## config.mk

```make
export PLATFORM = sky130hd
export DESIGN_NAME = cache_fill_qualifier
export DESIGN_NICKNAME = d
export VERILOG_FILES = /design/src/rtl/cfq_pkg.sv /design/src/rtl/cfq_ctrl.sv /design/src/rtl/cfq_dpath.sv /design/src/rtl/cache_fill_qualifier.sv
export SDC_FILE = /design/constraint.sdc
export NUM_CORES = 1
export LEC_CHECK = 0
export ABC_AREA = 1
export ABC_CLOCK_PERIOD_IN_PS = 1700
export BUFFER_PORTS_ARGS = -buffer_cell sky130_fd_sc_hd__buf_4
export CORE_ASPECT_RATIO = 1.2
export CORE_MARGIN = 2
export CORE_UTILIZATION = 51
export CTS_CLUSTER_DIAMETER = 150
export CTS_CLUSTER_SIZE = 24
export DETAILED_ROUTE_END_ITERATION = 12
export PLACE_DENSITY = 0.77
export SYNTH_ARGS = -nofsm -noshare
export SYNTH_HDL_FRONTEND = slang
export SYNTH_SLANG_ARGS = --single-unit
```

## constraint.sdc

```tcl
create_clock -name clk -period 1.7 [get_ports clk]
set_input_delay 0.17 -clock clk [delete_from_list [all_inputs] [get_ports clk]]
set_output_delay 0.17 -clock clk [all_outputs]
set_load 0.005 [all_outputs]
```

## src/rtl/cfq_pkg.sv

```systemverilog
`timescale 1ns/1ps
package cfq_pkg;

  // Strobes sent from the control to the datapath.
  typedef struct packed {
    logic capture;   // latch cycle attributes and region verdict
    logic fillLoad;  // register a fill toward the cache
  } cfqStrobe_t;

  typedef enum logic {
    ST_IDLE   = 1'b0,
    ST_ACTIVE = 1'b1
  } cfqState_t;

endpackage

```

## src/rtl/cfq_ctrl.sv

```systemverilog
`timescale 1ns/1ps
module cfq_ctrl
  import cfq_pkg::*;
(
  input  logic       clk,
  input  logic       rstN,
  input  logic       cycStart,
  input  logic       busReady,
  input  logic       candQ,
  input  logic       honorQ,
  input  logic       kenQ,
  output cfqStrobe_t strb
);

  cfqState_t state;
  cfqState_t stateNext;
  logic      readyInCycle;
  logic      kenAllows;

  // Ready counts only for a cycle already started on an earlier edge.
  assign readyInCycle = (state == ST_ACTIVE) && busReady && !cycStart;
  assign kenAllows    = !honorQ || kenQ;

  always_comb begin
    strb          = '0;
    strb.capture  = cycStart;
    strb.fillLoad = readyInCycle && candQ && kenAllows;
  end

  always_comb begin
    stateNext = state;
    if (cycStart) begin
      stateNext = ST_ACTIVE;
    end else if (readyInCycle) begin
      stateNext = ST_IDLE;
    end
  end

  always_ff @(posedge clk or negedge rstN) begin
    if (!rstN) begin
      state <= ST_IDLE;
    end else begin
      state <= stateNext;
    end
  end

  AST_START_OPENS: assert property (@(posedge clk) disable iff (!rstN)
    cycStart |=> (state == ST_ACTIVE)) else $error("start did not open cycle");
  AST_FILL_CLOSES: assert property (@(posedge clk) disable iff (!rstN)
    strb.fillLoad |=> (state == ST_IDLE)) else $error("cycle still open after fill");

endmodule

```

## src/rtl/cfq_dpath.sv

```systemverilog
`timescale 1ns/1ps
module cfq_dpath
  import cfq_pkg::*;
#(
  parameter int ADDR_W      = 32,
  parameter int DATA_W      = 32,
  parameter int NUM_REGIONS = 4,
  parameter int MIN_LG      = 12,
  parameter int LINE_BYTES  = 16,
  parameter int CODE_W      = 4,
  localparam int WORD_BYTES = DATA_W / 8,
  localparam int WORD_LSB   = $clog2(WORD_BYTES),
  localparam int IDX_W      = $clog2(LINE_BYTES / WORD_BYTES),
  localparam int TAG_W      = ADDR_W - MIN_LG,
  localparam int SEL_W      = $clog2(NUM_REGIONS + 1)
) (
  input  logic                       clk,
  input  logic                       rstN,
  input  logic                       cfgWrEn,
  input  logic [SEL_W-1:0]           cfgWrSel,
  input  logic [DATA_W-1:0]          cfgWrData,
  input  logic [ADDR_W-1:WORD_LSB]   busAddr,
  input  logic                       busMem,
  input  logic                       busWrite,
  input  logic                       busLock,
  input  logic [WORD_BYTES-1:0]      busBe,
  input  logic                       cacheEnIn,
  input  logic [DATA_W-1:0]          busData,
  input  cfqStrobe_t                 strb,
  output logic                       candQ,
  output logic                       honorQ,
  output logic                       kenQ,
  output logic                       fillValid,
  output logic [ADDR_W-1:WORD_LSB]   fillAddr,
  output logic [IDX_W-1:0]           fillWord,
  output logic [WORD_BYTES-1:0]      fillByteEn,
  output logic [DATA_W-1:0]          fillData
);

  // Programmable state
  logic [TAG_W-1:0]  regBase [NUM_REGIONS];
  logic [CODE_W-1:0] regCode [NUM_REGIONS];
  logic              honorCfg;
  logic              unusedCfgBits;

  assign unusedCfgBits = ^cfgWrData;

  always_ff @(posedge clk or negedge rstN) begin
    if (!rstN) begin
      honorCfg <= 1'b0;
    end else if (cfgWrEn && (cfgWrSel == SEL_W'(NUM_REGIONS))) begin
      honorCfg <= cfgWrData[0];
    end
  end

  // Region registers and address comparators
  logic [NUM_REGIONS-1:0] hitVec;
  logic [TAG_W-1:0]       addrTag;

  assign addrTag = busAddr[ADDR_W-1:MIN_LG];

  for (genvar g = 0; g < NUM_REGIONS; g++) begin : g_region
    logic [TAG_W-1:0] sizeMask;
    logic             enabled;

    always_ff @(posedge clk or negedge rstN) begin
      if (!rstN) begin
        regBase[g] <= '0;
        regCode[g] <= '0;
      end else if (cfgWrEn && (cfgWrSel == SEL_W'(g))) begin
        regBase[g] <= cfgWrData[ADDR_W-1:MIN_LG];
        regCode[g] <= cfgWrData[CODE_W-1:0];
      end
    end

    assign enabled = (regCode[g] != '0);

    always_comb begin
      if (enabled) begin
        sizeMask = {TAG_W{1'b1}} << (regCode[g] - CODE_W'(1));
      end else begin
        sizeMask = '0;
      end
    end

    assign hitVec[g] = enabled && (((addrTag ^ regBase[g]) & sizeMask) == '0);
  end

  logic regionHit;
  logic candNow;

  assign regionHit = |hitVec;
  assign candNow   = busMem && !busWrite && !busLock && !regionHit;

  // Per-cycle capture
  logic [ADDR_W-1:WORD_LSB] addrQ;
  logic [WORD_BYTES-1:0]    beQ;

  always_ff @(posedge clk or negedge rstN) begin
    if (!rstN) begin
      candQ  <= 1'b0;
      honorQ <= 1'b0;
      addrQ  <= '0;
      beQ    <= '0;
    end else if (strb.capture) begin
      candQ  <= candNow;
      honorQ <= honorCfg;
      addrQ  <= busAddr;
      beQ    <= busBe;
    end
  end

  // External enable sampled every edge; at the ready edge this holds
  // the level seen one clock earlier.
  always_ff @(posedge clk or negedge rstN) begin
    if (!rstN) begin
      kenQ <= 1'b0;
    end else begin
      kenQ <= cacheEnIn;
    end
  end

  // Fill output register
  always_ff @(posedge clk or negedge rstN) begin
    if (!rstN) begin
      fillValid  <= 1'b0;
      fillAddr   <= '0;
      fillWord   <= '0;
      fillByteEn <= '0;
      fillData   <= '0;
    end else begin
      fillValid <= strb.fillLoad;
      if (strb.fillLoad) begin
        fillAddr   <= addrQ;
        fillWord   <= addrQ[WORD_LSB+IDX_W-1:WORD_LSB];
        fillData   <= busData;
        fillByteEn <= honorQ ? {WORD_BYTES{1'b1}} : beQ;
      end
    end
  end

  AST_FILL_NEEDS_CAND: assert property (@(posedge clk) disable iff (!rstN)
    strb.fillLoad |-> candQ) else $error("fill on non-candidate cycle");
  AST_KEN_GATES_FILL: assert property (@(posedge clk) disable iff (!rstN)
    (strb.fillLoad && honorQ) |-> kenQ) else $error("fill without enable");
  AST_FULL_WORD: assert property (@(posedge clk) disable iff (!rstN)
    (strb.fillLoad && honorQ) |=> (fillByteEn == {WORD_BYTES{1'b1}})) else $error("partial mask");
  AST_FILL_PULSE: assert property (@(posedge clk) disable iff (!rstN)
    fillValid |=> !fillValid) else $error("fill strobe longer than a clock");

endmodule

```

## src/rtl/cache_fill_qualifier.sv

```systemverilog
`timescale 1ns/1ps
module cache_fill_qualifier
  import cfq_pkg::*;
#(
  parameter int ADDR_W      = 32,
  parameter int DATA_W      = 32,
  parameter int NUM_REGIONS = 4,
  parameter int MIN_LG      = 12,
  parameter int LINE_BYTES  = 16,
  parameter int CODE_W      = 4,
  localparam int WORD_BYTES = DATA_W / 8,
  localparam int WORD_LSB   = $clog2(WORD_BYTES),
  localparam int IDX_W      = $clog2(LINE_BYTES / WORD_BYTES),
  localparam int SEL_W      = $clog2(NUM_REGIONS + 1)
) (
  input  logic                     clk,
  input  logic                     rstN,
  input  logic                     cfgWrEn,
  input  logic [SEL_W-1:0]         cfgWrSel,
  input  logic [DATA_W-1:0]        cfgWrData,
  input  logic                     cycStart,
  input  logic [ADDR_W-1:WORD_LSB] busAddr,
  input  logic                     busMem,
  input  logic                     busWrite,
  input  logic                     busLock,
  input  logic [WORD_BYTES-1:0]    busBe,
  input  logic                     cacheEnIn,
  input  logic                     busReady,
  input  logic [DATA_W-1:0]        busData,
  output logic                     fillValid,
  output logic [ADDR_W-1:WORD_LSB] fillAddr,
  output logic [IDX_W-1:0]         fillWord,
  output logic [WORD_BYTES-1:0]    fillByteEn,
  output logic [DATA_W-1:0]        fillData
);

  cfqStrobe_t strb;
  logic       candQ;
  logic       honorQ;
  logic       kenQ;

  cfq_ctrl u_ctrl (
    .clk      (clk),
    .rstN     (rstN),
    .cycStart (cycStart),
    .busReady (busReady),
    .candQ    (candQ),
    .honorQ   (honorQ),
    .kenQ     (kenQ),
    .strb     (strb)
  );

  cfq_dpath #(
    .ADDR_W      (ADDR_W),
    .DATA_W      (DATA_W),
    .NUM_REGIONS (NUM_REGIONS),
    .MIN_LG      (MIN_LG),
    .LINE_BYTES  (LINE_BYTES),
    .CODE_W      (CODE_W)
  ) u_dpath (
    .clk        (clk),
    .rstN       (rstN),
    .cfgWrEn    (cfgWrEn),
    .cfgWrSel   (cfgWrSel),
    .cfgWrData  (cfgWrData),
    .busAddr    (busAddr),
    .busMem     (busMem),
    .busWrite   (busWrite),
    .busLock    (busLock),
    .busBe      (busBe),
    .cacheEnIn  (cacheEnIn),
    .busData    (busData),
    .strb       (strb),
    .candQ      (candQ),
    .honorQ     (honorQ),
    .kenQ       (kenQ),
    .fillValid  (fillValid),
    .fillAddr   (fillAddr),
    .fillWord   (fillWord),
    .fillByteEn (fillByteEn),
    .fillData   (fillData)
  );

  AST_FILL_AFTER_READY: assert property (@(posedge clk) disable iff (!rstN)
    fillValid |-> $past(busReady)) else $error("fill without ready");

endmodule

```

Yosys cells after proc, flatten, opt, wreduce, memory -nomap -nowiden
Cells that the tools add are included.
Cells by class
  add/subtract/negate cells: 4
  equality and inequality tests: 4
  shifts and indexed selects: 4
  muxes and demuxes: 7
  bitwise logic cells: 8
  reductions and logical operators: 33
Operators with widths (number)
  20-bit AND: 4
  20-bit logical NOT: 4
  20-bit 2-to-1 mux: 4
  20-bit by 4-bit << shifter with 20-bit output (first input constant): 4
  20-bit XOR: 4
  1-bit logical AND: 16
  4-bit nonzero test: 4
  4-bit by 1-bit subtractor with 4-bit output (second input constant): 4
  3-bit by 2-bit == test with 1-bit output (second input constant): 2
  1-bit logical NOT: 5
  4-bit 2-to-1 mux: 1
  4-bit OR reduction: 1
  3-bit by 1-bit == test with 1-bit output (second input constant): 1
  3-bit == test (second input constant): 1
  3-bit logical NOT: 1
  1-bit 2-to-1 mux: 2
  2-bit nonzero test: 1
  1-bit logical OR: 1
Storage, ports and cells
  register bits after elaboration: 204
  output and inout port bits: 69
  logic and storage cells: 80

Depth between registers and ports, before layout
  depth in word-level cells: 9
  mapped depth: 15

By module
A second synthesis with hierarchy kept.
Second synthesis, totals
  cells, all modules: 1206
  area total of the unflattened synthesis: 9616.7 µm²
Modules (own cells, without submodules)
  cfq_dpath: instances 1, cells each 1195, area an instance 9541.7 µm², sequential area each 5029.8 µm²
  cfq_ctrl: instances 1, cells each 11, area an instance 75.1 µm², sequential area each 25.0 µm²

Worst setup path after synthesis
OpenSTA, ideal clock, no wires.
  path kind: register to register
  from: register u_dpath.regCode[4] in the netlist's numbering
  to: register u_dpath.candQ
  setup time: 117 ps
  arrival time: 1756 ps
  setup slack: -173 ps
  cell stages (with the launch flop): 16
  path buffers: 0
  cell sequence: dfrtp_1 inv_1 ha_1 inv_1 ha_1 inv_2 nor2_1 nor2_2 nor3_1 nand2_1 nand2_1 nand3_1 nand2_1 inv_1 nand2_1 nand2_1
Between the ends
  word-level cells in the longest chain between the ends: 9
Ends and longest elaborated chain
  from (decl): line cfq_dpath.sv:42  | logic [CODE_W-1:0] regCode [NUM_REGIONS];
  from (signal, indexed assignment): line cfq_dpath.sv:72  | regCode[g] <= cfgWrData[CODE_W-1:0];
  4-bit by 1-bit subtractor with 4-bit output: line cfq_dpath.sv:80  | sizeMask = {TAG_W{1'b1}} << (regCode[g] - CODE_W'(1));
  20-bit by 4-bit << shifter with 20-bit output: line cfq_dpath.sv:80
  20-bit 2-to-1 mux: line cfq_dpath.sv:79  | if (enabled) begin
  20-bit AND: line cfq_dpath.sv:86  | assign hitVec[g] = enabled && (((addrTag ^ regBase[g]) & sizeMask) == '0);
  20-bit logical NOT: line cfq_dpath.sv:86
  1-bit logical AND (*): line cfq_dpath.sv:86
  4-bit OR reduction (*): line cfq_dpath.sv:92  | assign regionHit = |hitVec;
  1-bit logical NOT (*): line cfq_dpath.sv:93  | assign candNow = busMem && !busWrite && !busLock && !regionHit;
  1-bit logical AND (*): line cfq_dpath.sv:93
  to (signal assigned): line cfq_dpath.sv:106  | candQ <= candNow;
  to (decl): line cfq_dpath.sv:30  | output logic candQ,
Every way passes the cells marked *; elsewhere a longest branch is shown, timed or not.
A chain may end at the register's enable or synchronous reset.

Worst setup path in the final report
  from: register u_dpath.regCode[9] in the netlist's numbering
  to: register u_dpath.candQ
Same word-level chain as after synthesis.

==> run summary <==
outcome -> finished with violations
failing checks -> negative setup slack
ys async rst share -> 100%
H-tree Lvls -> 1
Post-Synthesis Cell Area -> 9640 um2
crit path kind -> reg2reg
crit path time final -> 1.84 ns
worst vdd ir -> 0.786 mV
Avg WL per Cell -> 15.4 um
row cnt -> 55
clock tree from TritonCTS -> done
FF-to-FF End -> u_dpath.candQ
total wire length -> 26,000 um
Layout Nets -> 1,553
worst reg-to-reg path cell count -> 15
Die Area -> 20,000 um2
via count -> 8,390
Final period util -> 108%
power share of the sequential group -> 46.2%
Critical Path Start Type -> register
Crit path top cell by count -> nand2_1
hold wc startpoint -> cfgWrData[15]
Critical Path RT -> 2.06 ns
clock transition at the registers of the reported paths -> 0.10 ns
EDFF count, synth -> 0
leakage power -> 6.56 nW
Synth Flop Type -> dfrtp_1
crit path to -> u_dpath.candQ
core area -> 18,700 um2
Power Dens Cells -> 1100 nW/um2
Slowest cell on crit path -> dfrtp_1
PnR worst setup slack -> -0.139 ns
initial DRC count -> 545
worst path cell trace -> inv_2 -> ha_2 -> inv_2 -> ha_4 -> nand2_1 -> inv_1 -> nand3_1 -> nand2_1 -> nand3_1 -> nor2_1 -> nand2_1 -> nand2_1 -> nor2_2 -> nand2_1 -> nand2_1
Routed Antenna Nets -> 0
CTS buffer count -> 12
Fmax -> 544 MHz
global-route wire length before repair -> 41,500 um
most frequent cells after synthesis -> 417 x nand2_1, 202 x dfrtp_1, 137 x o21ai_0
n_diodes -> 0
Pre-Repair DR Iteration Count -> 5
Crit. End Element -> register
Yosys reg bits -> 202
clock network fraction of total power -> 21.7%
Mapped Cells -> 1,192
die height -> 155 um
sw frac -> 32.6%
vias in the first global route -> 8,165
synth unique cells -> 32
Reg area -> 5050 um2
endpoints failing setup -> 1
P&R area growth vs syn -> 29.6%
GRT Resource Usage Total -> 26.0%
largest net degree at the start of global routing -> 71
number of vias per cell -> 4.99
RSZ-0062 raised after global routing -> true
Slew Viols, Final -> 0
Internal -> 0.00924 W
CP max FO -> 4
Longest Clk Path Bufs -> 3
NetSw -> 0.00447 W
fraction of power consumed by combinational cells -> 32.1%
Crit path largest cell delay -> 0.41 ns
transition time of the tightest slew-check pin -> 0.610 ns
Synth area leader -> dfrtp_1
top post-synthesis cells by area -> dfrtp_1 52%, nand2_1 16%, o21ai_0 7.1%
DIE WIDTH -> 130 um
top cell type's share of synthesized area -> 52.4%
worst slack, placed -> -0.167 ns
Clock Sink Count -> 202
IO Pins -> 179
starting density of the core -> 51.5%
worst min path class -> in2reg
initial antenna violation count -> 0
Seq/Total Area, Yosys -> 52.4%
Synthesized Nets -> 1,318
DP HPWL -> 17,600 um
Worst slew margin -> 59.3%
final setup TNS -> -0.139 ns
FF-to-FF Start -> u_dpath.regCode[9]
Final Hold Viols -> 0
R2R Setup Slk -> -0.14 ns
aggregate global routing overflow -> 0
Final Skew -> 0.0150 ns
Port Buf Inserts -> 170
CP startpoint -> u_dpath.regCode[9]
fillcell total -> 1,509
Root Driver -> clkbuf_16
top-count cell post-synth -> nand2_1
ratio of cells with drive above 1 in the final layout -> 21.1%
Ys Warns -> 0
GPL Wtd Cong -> 0.939
Worst-Skew Late Latency -> 0.46 ns
DRC viols -> 0
Mean Syn Cell Area -> 8.09 um2
Multi-input gate area -> 3890 um2
max-capacitance violation count -> 0
Data arrival, critical path -> 2.20 ns
-- layout make-up --
class | instances | area share (%)
sequential | 202 | 40.4
multi-input combinational | 793 | 31.1
timing repair buffer | 283 | 19.1
inverter | 135 | 4.07
clock buffer | 13 | 2.60
tap | 256 | 2.56
clock inverter | 1 | 0.130
-- cell usage in the layout, fill, tap and decap left out, drive strengths merged --
cell type,synthesis,routed
a21oi,1,1
a31oi,4,4
and2,1,1
buf,49,216
clkbuf,13,14
dfrtp,202,202
dlygate4sd3,0,66
ha,16,16
inv,135,136
nand2,424,424
nand3,39,39
nand3b,5,5
nand4,2,2
nor2,71,71
nor3,4,4
nor4b,1,1
o21ai,177,177
or2,8,8
xnor2,8,8
xor2,32,32
-- how the worst min path moves through the flow --
stage / endpoint / slack [ns] / cells after the start
2_1_floorplan: u_ctrl.state / -0.13 / 0
3_3_place_gp: u_dpath.addrQ[11] / 0.15 / 1
3_5_place_dp: u_dpath.fillAddr[11] / 0.15 / 1
4_1_cts: u_dpath.addrQ[14] / 0.002 / 3
5_1_grt: u_dpath.addrQ[13] / 0.02 / 3
6_report: u_dpath.regBase[43] / 0.007 / 3
-- layer usage --
layer | vias up | part of all wire, % | global-route usage (%)
met1 | 3961 | 42 | 33.3
met4 | 0 | 2.5 | 6.91
met5 | - | 0 | 0
met3 | 53 | 5.6 | 3.53
met2 | 254 | 50 | 46.2
li1 | 4122 | - | -
-- metrics by stage --
step                total power (W)  utilization, %  instances  cell area [um2]  hold WS (ns)
detailed placement           0.0104            60.8       1597            11400         0.152
global route                 0.0146            66.8       1683            12500        0.0204
finish                       0.0137            66.8       1683            12500       0.00708
floorplan                   0.00857               -       1192             9710        -0.126
global placement             0.0103            60.8       1597            11400         0.151
CTS                          0.0136            66.4       1679            12400       0.00206
-- timing repair --
action                                 4_1_cts  5_1_grt
endpoints found under the hold margin      108        0
setup endpoints to repair                    1        1
pin swaps                                    8       14
hold buffers                                66        0
setup buffers                                2        4
gates resized for setup                     15       15
-- worst max-delay path, delay by kind of cell (launching register included) --
kind                     cells  cell delay [ns]
buffers and inverters        3             0.18
adder cells (fa/ha/maj)      2             0.46
flip-flops                   1             0.41
AND/OR/NAND/NOR             10             0.68
-- state kept, by name, indices dropped and copies added, names as in the netlist --
register            cells
u_dpath.honorQ          1
u_ctrl.state            1
u_dpath.kenQ            1
u_dpath.honorCfg        1
u_dpath.regCode        16
u_dpath.fillByteEn      4
u_dpath.addrQ          30
u_dpath.beQ             4
u_dpath.fillData       32
u_dpath.fillValid       1
u_dpath.fillAddr       29
u_dpath.fillWord        1
u_dpath.regBase        80
u_dpath.candQ           1
-- power by group through the flow --
stage | Sequential, W | Combinational [W] | Clock, W
floorplan | 0.00633 | 0.00223 | 0
global placement | 0.00634 | 0.00395 | 0
detailed placement | 0.00639 | 0.00405 | 0
CTS | 0.00630 | 0.00426 | 0.00302
global route | 0.00644 | 0.00494 | 0.00319
finish | 0.00634 | 0.00440 | 0.00297
-- logic make-up (layout without fill, tap and decap cells) --
family,after synthesis,in the layout,share of synthesized area [%]
XOR/XNOR,40,40,3.63
AO/OA/AOI/OAI,182,182,9.58
AND/OR/NAND/NOR,555,555,23.5
flip-flops,202,202,52.4
buffers and inverters,197,432,8.82
adder cells (fa/ha/maj),16,16,2.08
Note: power is estimated with default switching activity, not from simulation.
